[config.mk]
export PLATFORM = sky130hd
export DESIGN_NAME = cpu_irq_dispatch
export DESIGN_NICKNAME = d
export VERILOG_FILES = /design/src/rtl/irqd_pkg.sv /design/src/rtl/irqd_pick.sv /design/src/rtl/irqd_tpr.sv /design/src/rtl/cpu_irq_dispatch.sv
export SDC_FILE = /design/constraint.sdc
export NUM_CORES = 1
export LEC_CHECK = 0
export ABC_AREA = 1
export BUFFER_PORTS_ARGS = -buffer_cell sky130_fd_sc_hd__buf_2
export CORE_UTILIZATION = 23
export CTS_BUF_LIST = sky130_fd_sc_hd__clkbuf_2
export DETAILED_ROUTE_END_ITERATION = 6
export PLACE_DENSITY = 0.55
export SLEW_MARGIN = 20
export SYNTH_ARGS = -nofsm -noshare
export SYNTH_HDL_FRONTEND = slang
export SYNTH_SLANG_ARGS = --single-unit
[constraint.sdc]
create_clock -name clk -period 7.93 [get_ports clk]
set_input_delay 0.3965 -clock clk [delete_from_list [all_inputs] [get_ports clk]]
set_output_delay 0.3965 -clock clk [all_outputs]
set_load 0.005 [all_outputs]
[src/rtl/irqd_pkg.sv]
// Shared constants for the per-CPU interrupt dispatcher.
// Assumes an 8-bit register offset within the processor window.
package irqd_pkg;
    localparam int          ADDR_W  = 8;
    localparam logic [7:0]  OFS_TPR = 8'h80;  // task priority, read/write
    localparam logic [7:0]  OFS_WHO = 8'h90;  // processor identity, read-only
    localparam logic [7:0]  OFS_ACK = 8'hA0;  // acknowledge, read-only
    localparam logic [7:0]  OFS_EOI = 8'hB0;  // end of interrupt, write

    typedef enum logic [2:0] {
        RSEL_TPR, RSEL_WHO, RSEL_ACK, RSEL_EOI, RSEL_NONE
    } rsel_e;

    // Map an offset onto the register it selects.
    function automatic rsel_e decode(input logic [ADDR_W-1:0] a);
        case (a)
            OFS_TPR: return RSEL_TPR;
            OFS_WHO: return RSEL_WHO;
            OFS_ACK: return RSEL_ACK;
            OFS_EOI: return RSEL_EOI;
            default: return RSEL_NONE;
        endcase
    endfunction
endpackage

[src/rtl/irqd_pick.sv]
// Argmax tree: finds the requesting source with the highest priority.
// A right branch wins only with a strictly greater priority, so on a tie
// the lowest index is chosen. found=0 means no request is set.
// Assumes N >= 1; unused leaves up to the next power of two are idle.
module irqd_pick #(
    parameter int N  = 8,
    parameter int PW = 4,
    parameter int IW = 3
) (
    input  logic [N-1:0]    req,
    input  logic [N*PW-1:0] prio,
    output logic            found,
    output logic [IW-1:0]   idx,
    output logic [PW-1:0]   best
);
    localparam int LVL = (N > 1) ? $clog2(N) : 0;
    localparam int P   = 1 << LVL;
    localparam int NN  = 2 * P - 1;

    logic          nv [NN];
    logic [PW-1:0] np [NN];
    logic [IW-1:0] ni [NN];

    // Leaves: heap positions P-1 .. 2P-2, left to right by source index.
    for (genvar k = 0; k < P; k++) begin : g_leaf
        if (k < N) begin : g_real
            assign nv[P-1+k] = req[k];
            assign np[P-1+k] = prio[k*PW +: PW];
            assign ni[P-1+k] = IW'(k);
        end else begin : g_pad
            assign nv[P-1+k] = 1'b0;
            assign np[P-1+k] = '0;
            assign ni[P-1+k] = '0;
        end
    end

    // Internal nodes: keep left unless right is valid and strictly higher.
    for (genvar i = 0; i < P - 1; i++) begin : g_node
        logic take_r;
        assign take_r = nv[2*i+2] && (!nv[2*i+1] || (np[2*i+2] > np[2*i+1]));
        assign nv[i]  = nv[2*i+1] || nv[2*i+2];
        assign np[i]  = take_r ? np[2*i+2] : np[2*i+1];
        assign ni[i]  = take_r ? ni[2*i+2] : ni[2*i+1];
    end

    assign found = nv[0];
    assign idx   = ni[0];
    assign best  = np[0];
endmodule

[src/rtl/irqd_tpr.sv]
// Task-priority register: holds the threshold that raises must exceed.
// Loads RESET_VAL on synchronous active-low reset.
module irqd_tpr #(
    parameter int              PW        = 4,
    parameter logic [PW-1:0]   RESET_VAL = '1
) (
    input  logic          clk,
    input  logic          rst_n,
    input  logic          we,
    input  logic [PW-1:0] wdata,
    output logic [PW-1:0] tpr
);
    // Reset to the most restrictive threshold, load on write.
    always_ff @(posedge clk) begin
        if (!rst_n)  tpr <= RESET_VAL;
        else if (we) tpr <= wdata;
    end
endmodule

[src/rtl/cpu_irq_dispatch.sv]
// Per-CPU dispatcher: keeps raised and in-service vectors, gates raises
// against task priority, drives the interrupt line, and serves the
// task-priority, identity, acknowledge and end-of-interrupt registers.
// Assumes reg_rd and reg_wr are not both asserted, and no raise is offered
// in the same cycle as an acknowledge. Source configuration is external.
module cpu_irq_dispatch
    import irqd_pkg::*;
#(
    parameter int  NSRC   = 8,
    parameter int  PRIO_W = 4,
    parameter int  VEC_W  = 8,
    parameter int  DATA_W = 32,
    parameter int  CPU_ID = 0,
    localparam int IDX_W  = (NSRC > 1) ? $clog2(NSRC) : 1
) (
    input  logic                    clk,
    input  logic                    rst_n,
    input  logic                    raise_valid,
    input  logic [IDX_W-1:0]        raise_id,
    input  logic [NSRC*PRIO_W-1:0]  src_prio,
    input  logic [NSRC*VEC_W-1:0]   src_vec,
    input  logic [NSRC-1:0]         src_sense,
    input  logic [NSRC-1:0]         src_active,
    input  logic [VEC_W-1:0]        spurious_vec,
    input  logic [ADDR_W-1:0]       reg_addr,
    input  logic                    reg_wr,
    input  logic                    reg_rd,
    input  logic [DATA_W-1:0]       reg_wdata,
    output logic [DATA_W-1:0]       reg_rdata,
    output logic                    irq_out,
    output logic [NSRC-1:0]         act_set,
    output logic [NSRC-1:0]         act_clr
);
    localparam logic [NSRC-1:0] ONE = NSRC'(1);

    logic [NSRC-1:0]   raised_q, inserv_q, inserv_less;
    logic [PRIO_W-1:0] tpr_q;
    rsel_e             sel;
    logic              ack_rd, eoi_wr, tpr_we;

    logic              r_found, s_found, s2_found;
    logic [IDX_W-1:0]  r_idx, s_idx, s2_idx;
    logic [PRIO_W-1:0] r_best, s_best, s2_best;

    logic              raise_ok, ack_ok, requeue;
    logic [PRIO_W-1:0] raise_prio;
    logic [VEC_W-1:0]  ack_vec;
    logic [NSRC-1:0]   set_mask, ack_mask, eoi_mask;

    // Register decode.
    assign sel    = decode(reg_addr);
    assign ack_rd = reg_rd && (sel == RSEL_ACK);
    assign eoi_wr = reg_wr && (sel == RSEL_EOI);
    assign tpr_we = reg_wr && (sel == RSEL_TPR);

    irqd_tpr #(.PW(PRIO_W), .RESET_VAL('1)) u_tpr (
        .clk(clk), .rst_n(rst_n), .we(tpr_we),
        .wdata(reg_wdata[PRIO_W-1:0]), .tpr(tpr_q)
    );

    // Top raised source, top in-service source, and top in-service after EOI.
    irqd_pick #(.N(NSRC), .PW(PRIO_W), .IW(IDX_W)) u_pick_raised (
        .req(raised_q), .prio(src_prio), .found(r_found), .idx(r_idx), .best(r_best)
    );
    irqd_pick #(.N(NSRC), .PW(PRIO_W), .IW(IDX_W)) u_pick_inserv (
        .req(inserv_q), .prio(src_prio), .found(s_found), .idx(s_idx), .best(s_best)
    );
    assign inserv_less = s_found ? (inserv_q & ~(ONE << s_idx)) : inserv_q;
    irqd_pick #(.N(NSRC), .PW(PRIO_W), .IW(IDX_W)) u_pick_after (
        .req(inserv_less), .prio(src_prio), .found(s2_found), .idx(s2_idx), .best(s2_best)
    );

    // Raise qualification: in range, above task priority, not yet raised.
    assign raise_prio = src_prio[raise_id*PRIO_W +: PRIO_W];
    assign raise_ok   = raise_valid && (int'(raise_id) < NSRC) &&
                        (raise_prio > tpr_q) && !raised_q[raise_id];
    assign set_mask   = raise_ok ? (ONE << raise_id) : '0;

    // Acknowledge re-check of the selected source.
    assign ack_ok   = r_found && src_active[r_idx] && (r_best > tpr_q);
    assign ack_vec  = ack_ok ? src_vec[r_idx*VEC_W +: VEC_W] : spurious_vec;
    assign ack_mask = (ack_rd && r_found) ? (ONE << r_idx) : '0;
    assign eoi_mask = (eoi_wr && s_found) ? (ONE << s_idx) : '0;

    // Queued source outranks what remains in service after EOI.
    assign requeue = eoi_wr && r_found && (!s2_found || (r_best > s2_best));

    // Activity strobes to the source storage.
    assign act_set = set_mask;
    assign act_clr = (ack_rd && r_found && (!ack_ok || !src_sense[r_idx])) ? ack_mask : '0;

    // Raised and in-service vectors.
    always_ff @(posedge clk) begin
        if (!rst_n) begin
            raised_q <= '0;
            inserv_q <= '0;
        end else begin
            raised_q <= (raised_q | set_mask) & ~ack_mask;
            inserv_q <= (inserv_q | ((ack_rd && ack_ok) ? ack_mask : '0)) & ~eoi_mask;
        end
    end

    // Interrupt line: set by accepted raise or requeue, dropped by acknowledge.
    always_ff @(posedge clk) begin
        if (!rst_n)                   irq_out <= 1'b0;
        else if (raise_ok || requeue) irq_out <= 1'b1;
        else if (ack_rd)              irq_out <= 1'b0;
    end

    // Registered read data.
    always_ff @(posedge clk) begin
        if (!rst_n) reg_rdata <= '0;
        else if (reg_rd) begin
            case (sel)
                RSEL_TPR: reg_rdata <= DATA_W'(tpr_q);
                RSEL_WHO: reg_rdata <= DATA_W'(CPU_ID);
                RSEL_ACK: reg_rdata <= DATA_W'(ack_vec);
                default:  reg_rdata <= '0;
            endcase
        end
    end
endmodule

* After elaboration in Yosys (flattened, before gate mapping)
Index checks and enable logic that the tools add are counted.
** Storage, ports and cells
- Register bits :: 53
- Bits of input ports :: 168
- Word-level logic and storage cells :: 199
- Output and inout port bits :: 49
** Cells by class
- Bitwise operators :: 8
- Reductions and logical operators :: 106
- Mux-type cells :: 51
- Magnitude comparators :: 18
- Shift-type cells :: 5
- Eq/ne operators :: 6
** Operator list (number)
- 4-bit 2-to-1 mux :: 20
- 4-bit > comparator :: 16
- 64-bit by 7-bit indexed part select with 8-bit output :: 1
- 8-bit 2-to-1 mux :: 7
- 1-bit logical OR :: 45
- 1-bit logical AND :: 34
- 8-bit == test (second input constant) :: 4
- 32-bit by 6-bit indexed part select with 4-bit output :: 1
- 1-bit logical NOT :: 25
- 8-bit bitwise AND :: 3
- 8-bit NOT :: 3
- 1-bit by 3-bit left shift with 8-bit output (first input constant) :: 3
- 8-bit bitwise OR :: 2
- 8-bit case mux with 2 select lines :: 1
- 1-bit 2-to-1 mux :: 13
- 3-bit case mux with 4 select lines :: 1
- 1-bit binary-select mux with 3-bit select :: 3
- 3-bit by 4-bit < comparator with 1-bit output (second input constant) :: 2
- 2-bit 2-to-1 mux :: 4
- 3-bit by 2-bit == test with 1-bit output (second input constant) :: 2
- 3-bit 2-to-1 mux :: 2
- 3-bit logical NOT :: 1
- 2-bit nonzero test :: 1

* Depth between registers and ports, before layout
- Word-level depth :: 33
- Mapped depth :: 67
- Gate-level depth less buffers :: 67

* Modules after synthesis
Synthesis repeated with hierarchy kept, for this count alone.
** Unflattened totals
- Cells, all modules :: 1227
- Area total of the unflattened synthesis :: 6998.0 sq um
** By module, submodules not included
- cpu_irq_dispatch :: instances 1, area an instance 3216.8 sq um, seq. area each 500.5 sq um, cells each 566
- irqd_pick (u_pick_inserv ...) :: instances 2, area an instance 1211.2 sq um, seq. area each 0.0 sq um, cells each 215
- irqd_pick (u_pick_after) :: instances 1, area an instance 1224.9 sq um, seq. area each 0.0 sq um, cells each 214
- irqd_tpr :: instances 1, area an instance 133.9 sq um, seq. area each 80.1 sq um, cells each 17

* Worst setup path after synthesis
No wires, ideal clock.
- Kind :: in2reg
- From :: input port src_prio[19]
- To :: register irq_out
- Buffers on the path :: 0
- Arrival :: 6.617 ns
- Path slack :: 1.191 ns
- Required time :: 7.808 ns
- Cell stages on the path :: 56
- Setup time :: 0.122 ns
- Path through :: inv_1 > ha_1 > a21oi_1 > o21ai_1 > o21ai_1 > nand2_1 > nand2_1 > o21ai_0 > ha_1 > a21oi_1 > o21ai_0 > nand2_1 > nand2_1 > nand2_1 > inv_1 > nand2_1 > o21ai_0 > ha_1 > (+20 left out) > or2_1 > nand2_1 > ha_1 > a21oi_1 > nand2_1 > nand2_1 > nand2_1 > nand2_1 > inv_1 > nand3_1 > nand2_1 > ha_1 > inv_1 > nor2_1 > o21ai_0 > a32oi_1 > o21ai_0 > a21oi_1
** Between the ends
- Cells in the longest elaborated chain, start to end :: 33
- Elaborated cells between the ends (all ways) :: 78
- Those cells by class :: order compare: 10; shift: 2; mux: 17; bitwise: 2; reduce/logical: 47
** Ends and longest elaborated chain
- start: declaration :: RTL line cpu_irq_dispatch.sv:20 : input logic [NSRC*PRIO_W-1:0] src_prio,
- 4-bit > comparator :: RTL line irqd_pick.sv:40 : assign take_r = nv[2*i+2] && (!nv[2*i+1] || (np[2*i+2] > np[2*i+1]));
- 1-bit logical OR :: RTL line irqd_pick.sv:40
- 1-bit logical AND :: RTL line irqd_pick.sv:40
- 4-bit 2-to-1 mux :: RTL line irqd_pick.sv:42 : assign np[i] = take_r ? np[2*i+2] : np[2*i+1];
- 4-bit > comparator :: RTL line irqd_pick.sv:40
- 1-bit logical OR :: RTL line irqd_pick.sv:40
- 1-bit logical AND :: RTL line irqd_pick.sv:40
- 4-bit 2-to-1 mux :: RTL line irqd_pick.sv:42
- (+17 left out)
- 1-bit logical OR :: RTL line irqd_pick.sv:40
- 1-bit logical AND :: RTL line irqd_pick.sv:40
- 4-bit 2-to-1 mux :: RTL line irqd_pick.sv:42
- 4-bit > comparator :: RTL line cpu_irq_dispatch.sv:86 : assign requeue = eoi_wr && r_found && (!s2_found || (r_best > s2_best));
- 1-bit logical OR :: RTL line cpu_irq_dispatch.sv:86
- 1-bit logical AND :: RTL line cpu_irq_dispatch.sv:86
- 1-bit logical OR (*) :: RTL line cpu_irq_dispatch.sv:106 : else if (raise_ok || requeue) irq_out <= 1'b1;
- 1-bit 2-to-1 mux or 2-bit nonzero test (tied branches)
- end signal: assignment :: RTL line cpu_irq_dispatch.sv:105 : if (!rst_n) irq_out <= 1'b0;
- end signal: assignment :: RTL line cpu_irq_dispatch.sv:106
- end signal: assignment :: RTL line cpu_irq_dispatch.sv:107 : else if (ack_rd) irq_out <= 1'b0;
- end: declaration :: RTL line cpu_irq_dispatch.sv:30 : output logic irq_out,
Every way passes the cells marked *; elsewhere a longest branch is shown, timed or not.
A chain may end at the register's enable or synchronous reset.

* Worst setup path after layout
- From :: input port src_prio[27]
- To :: register irq_out
Same word-level chain as after synthesis.

==> results.cfg <==
[clock_network]
clockRootBuffer = clkbuf_2
cts_made_buffers = 5
htreeDepth = 2
post-cts-setup-buffer-count = 0
clkSlewWorstSetupHoldPaths_ps = 170
tritoncts = done
hold_buffers = 0
worst_skew_pair.late_latency_ps = 370
cts.sinks = 29
cts_buffer_depth = 2

[worst_setup_path]
reg2reg_depth = 55
path_class = input pin to flip-flop
timing.rr.end = irq_out$_SDFFE_PN0P_
crit_family = compound AO/OA/AOI/OAI gates
path_common_cell = nand2_1
required_ps = 8240
slowest_delay_ps = 320
rrSetupSlack_ps = 900
start_kind = input pin
endpoint_kind = flip-flop
arrival_ps = 7620
reg2reg_from = inserv_q[2]$_SDFF_PN0_
crit_fanout = 9
worst-path-buf-inv = 11
slowest_stage = ha_1

[sta]
tightest_slew_ps = 923
fin_crit_sh_pct = 92.2
fin_crit_ps = 7310
slew_headroom_pct = 38.2
timing.hold.ws_ps = 237
setup_viol = 0
maxSlewViolCount = 0
fmax_ghz = 0.137
worst_clock_skew_ps = 13.0
final_hold_viol_count = 0

[global_route]
antenna_found_initial = 0
grt_start_max_net_pins = 24
grtUsageTotal_pct = 17.5
busiest_layer = met2
grtUsageMet2_pct = 30.2
grt_pass1_wl_mm = 33.9
grt-ovfl-total = 0
grt_use_met3_pct = 1.56
first_global_vias = 6611
grtUsageMet1_pct = 23.5

[die]
ioPinCount = 217
die_area_um2 = 24900
rows = 56
start_util_pct = 23.6
core_um2 = 23700
fp.dieH_um = 158
die_w_um = 158

[pwr]
power_density_nw_per_um2 = 60.7
ir_drop_v = 0.0000737
power.leakage_nw = 4.12
finalPower_mw = 0.460

[routing]
drc_errors = 0
vias_per_cell = 4.56
ant_nets = 0
first_pass_iters = 5
drt_iter0_markers = 393
routed_wirelength_mm = 21.7
vias = 7094
wl_per_cell_um = 14.0

[hold_path]
hold_path_startpoint = reg_wdata[0]
min_to = u_tpr.tpr[0]$_SDFFE_PN1P_
min_path_cells = 3
worstHoldPathType = input pin to flip-flop

[synth]
synth_edf_count = 0
synth-main-ff-cell = dfxtp_1
synth_cell_types = 50
synth_area_per_cell_um2 = 5.76
ys_ff_latch = 29
ys_seq_area_share_pct = 10.4
synth_top_area_cell = nand2_1
post-synth-top-area-fraction_pct = 19.1
ys.warnings.count = 0
async_flop_share_pct = 0
syn_area_um2 = 5590
synth_area_leaders = nand2_1 (19%), ha_1 (14%), dfxtp_1 (10%)
synthCells = 971

[placement]
portBuffers = 164
hpwl_mm = 18.6
gp_congestion = 0.878

[run_status]
outcome = finished, final reports clean

[cells_and_area]
drive_gt1_share_pct = 29.5
nets = 1467
syn2layout_area_growth_pct = 35.4
diodes = 0

[run]
cap_violations = 0
[state kept, by name (all words and copies together) (netlist names)]
register and cells:
inserv_q 8, irq_out 1, raised_q 8, reg_rdata 8, u_tpr.tpr 4
[Yosys cell counts, types with 16 or more instances]
master   instances
inv_2           16
o21ai_1         23
nand2_1        285
a21oi_1         49
o21ai_0         93
nand2_2         18
buf_4           29
nand3_1         47
dfxtp_1         29
inv_1          124
ha_1            63
o22ai_1         19
nor2_1          69
[cells by family (layout without fill, tap and decap cells)]
family          count (synthesis)  count (layout)  share of synthesized area [%]
simple gates                  463             463                           36.3
compound gates                229             229                           24.1
buf+inv                       186             429                           15.1
fa+ha+maj                      63              63                           14.1
flops                          29              29                           10.4
other cells                     1              24                         0.0671
[power breakdown]
group | switching [mW] | internal [mW]
Combinational | 0.131 | 0.106
Sequential | 0.000309 | 0.146
Clock | 0.0560 | 0.0205
Total | 0.187 | 0.273
[tightest hold or removal path, stage by stage]
cell,delay (ps)
buf_2,90
nand2_1,50
nand3_1,50
[metrics by stage]
step                      std cells  utilization, %  area (µm²)  TNS [ps]  setup WS, ps
after floorplan                 994               -        5680         0          1190
after global placement         1548            31.5        7460         0          69.0
after detailed placement       1548            31.5        7460     -88.1         -88.1
after CTS                      1556            31.7        7510         0           290
after global routing           1556            32.0        7570     -24.7         -24.7
final                          1556            32.0        7570         0           616
[final cells by class]
type	instances	area, µm²
fill	2713	16100
timing repair buffer	275	1680
multi-input combinational	779	4320
inverter	146	552
clock inverter	3	17.5
sequential	29	581
clock buffer	5	25.0
tap	319	399
[worst max-delay path by stage]
stage	startpoint	to	slack (ps)	cells past startpoint
2_1_floorplan	src_prio[19]	irq_out$_SDFFE_PN0P_	1190	56
3_3_place_gp	src_prio[19]	irq_out$_SDFFE_PN0P_	70	62
3_5_place_dp	src_prio[18]	irq_out$_SDFFE_PN0P_	-90	61
4_1_cts	src_prio[18]	irq_out$_SDFFE_PN0P_	290	61
5_1_grt	src_prio[19]	irq_out$_SDFFE_PN0P_	-20	62
6_report	src_prio[27]	irq_out$_SDFFE_PN0P_	620	61
[routing by layer]
metal / routed length, µm / up-vias
li1: - / 3715
met1: 10200 / 3154
met2: 10100 / 209
met3: 1220 / 16
met4: 248 / 0
met5: 0 / -
[timing repair]
item | 4_1_cts | 5_1_grt
setup endpoints to repair | 0 | 1
endpoints found under the hold margin | 0 | 0
gates resized for setup | 0 | 41
[placed cells by master (no fill, tap or decap), types with 2 or more instances in the layout]
| master | instances |
|---|---|
| a32oi_1 | 2 |
| inv_1 | 123 |
| nand4_1 | 15 |
| o2111ai_1 | 5 |
| conb_1 | 24 |
| a221oi_1 | 3 |
| nand2_1 | 281 |
| or2_1 | 4 |
| buf_12 | 2 |
| ha_1 | 63 |
| dfxtp_1 | 29 |
| nor2_2 | 6 |
| o21ai_2 | 11 |
| inv_2 | 18 |
| buf_4 | 109 |
| o22ai_1 | 19 |
| nand3_1 | 47 |
| nand2_2 | 19 |
| clkinv_2 | 3 |
| o211ai_1 | 9 |
| nor2_1 | 69 |
| nand3_4 | 3 |
| o21ai_0 | 70 |
| o221ai_1 | 3 |
| and2_1 | 4 |
| clkinv_1 | 3 |
| nand3_2 | 3 |
| o211ai_2 | 2 |
| buf_2 | 164 |
| a31oi_1 | 4 |
| nand2_4 | 6 |
| a21oi_2 | 3 |
| clkbuf_2 | 5 |
| o21ai_1 | 40 |
| a21oi_1 | 48 |
| a22oi_1 | 2 |
Power figures use the tool's default switching activity.
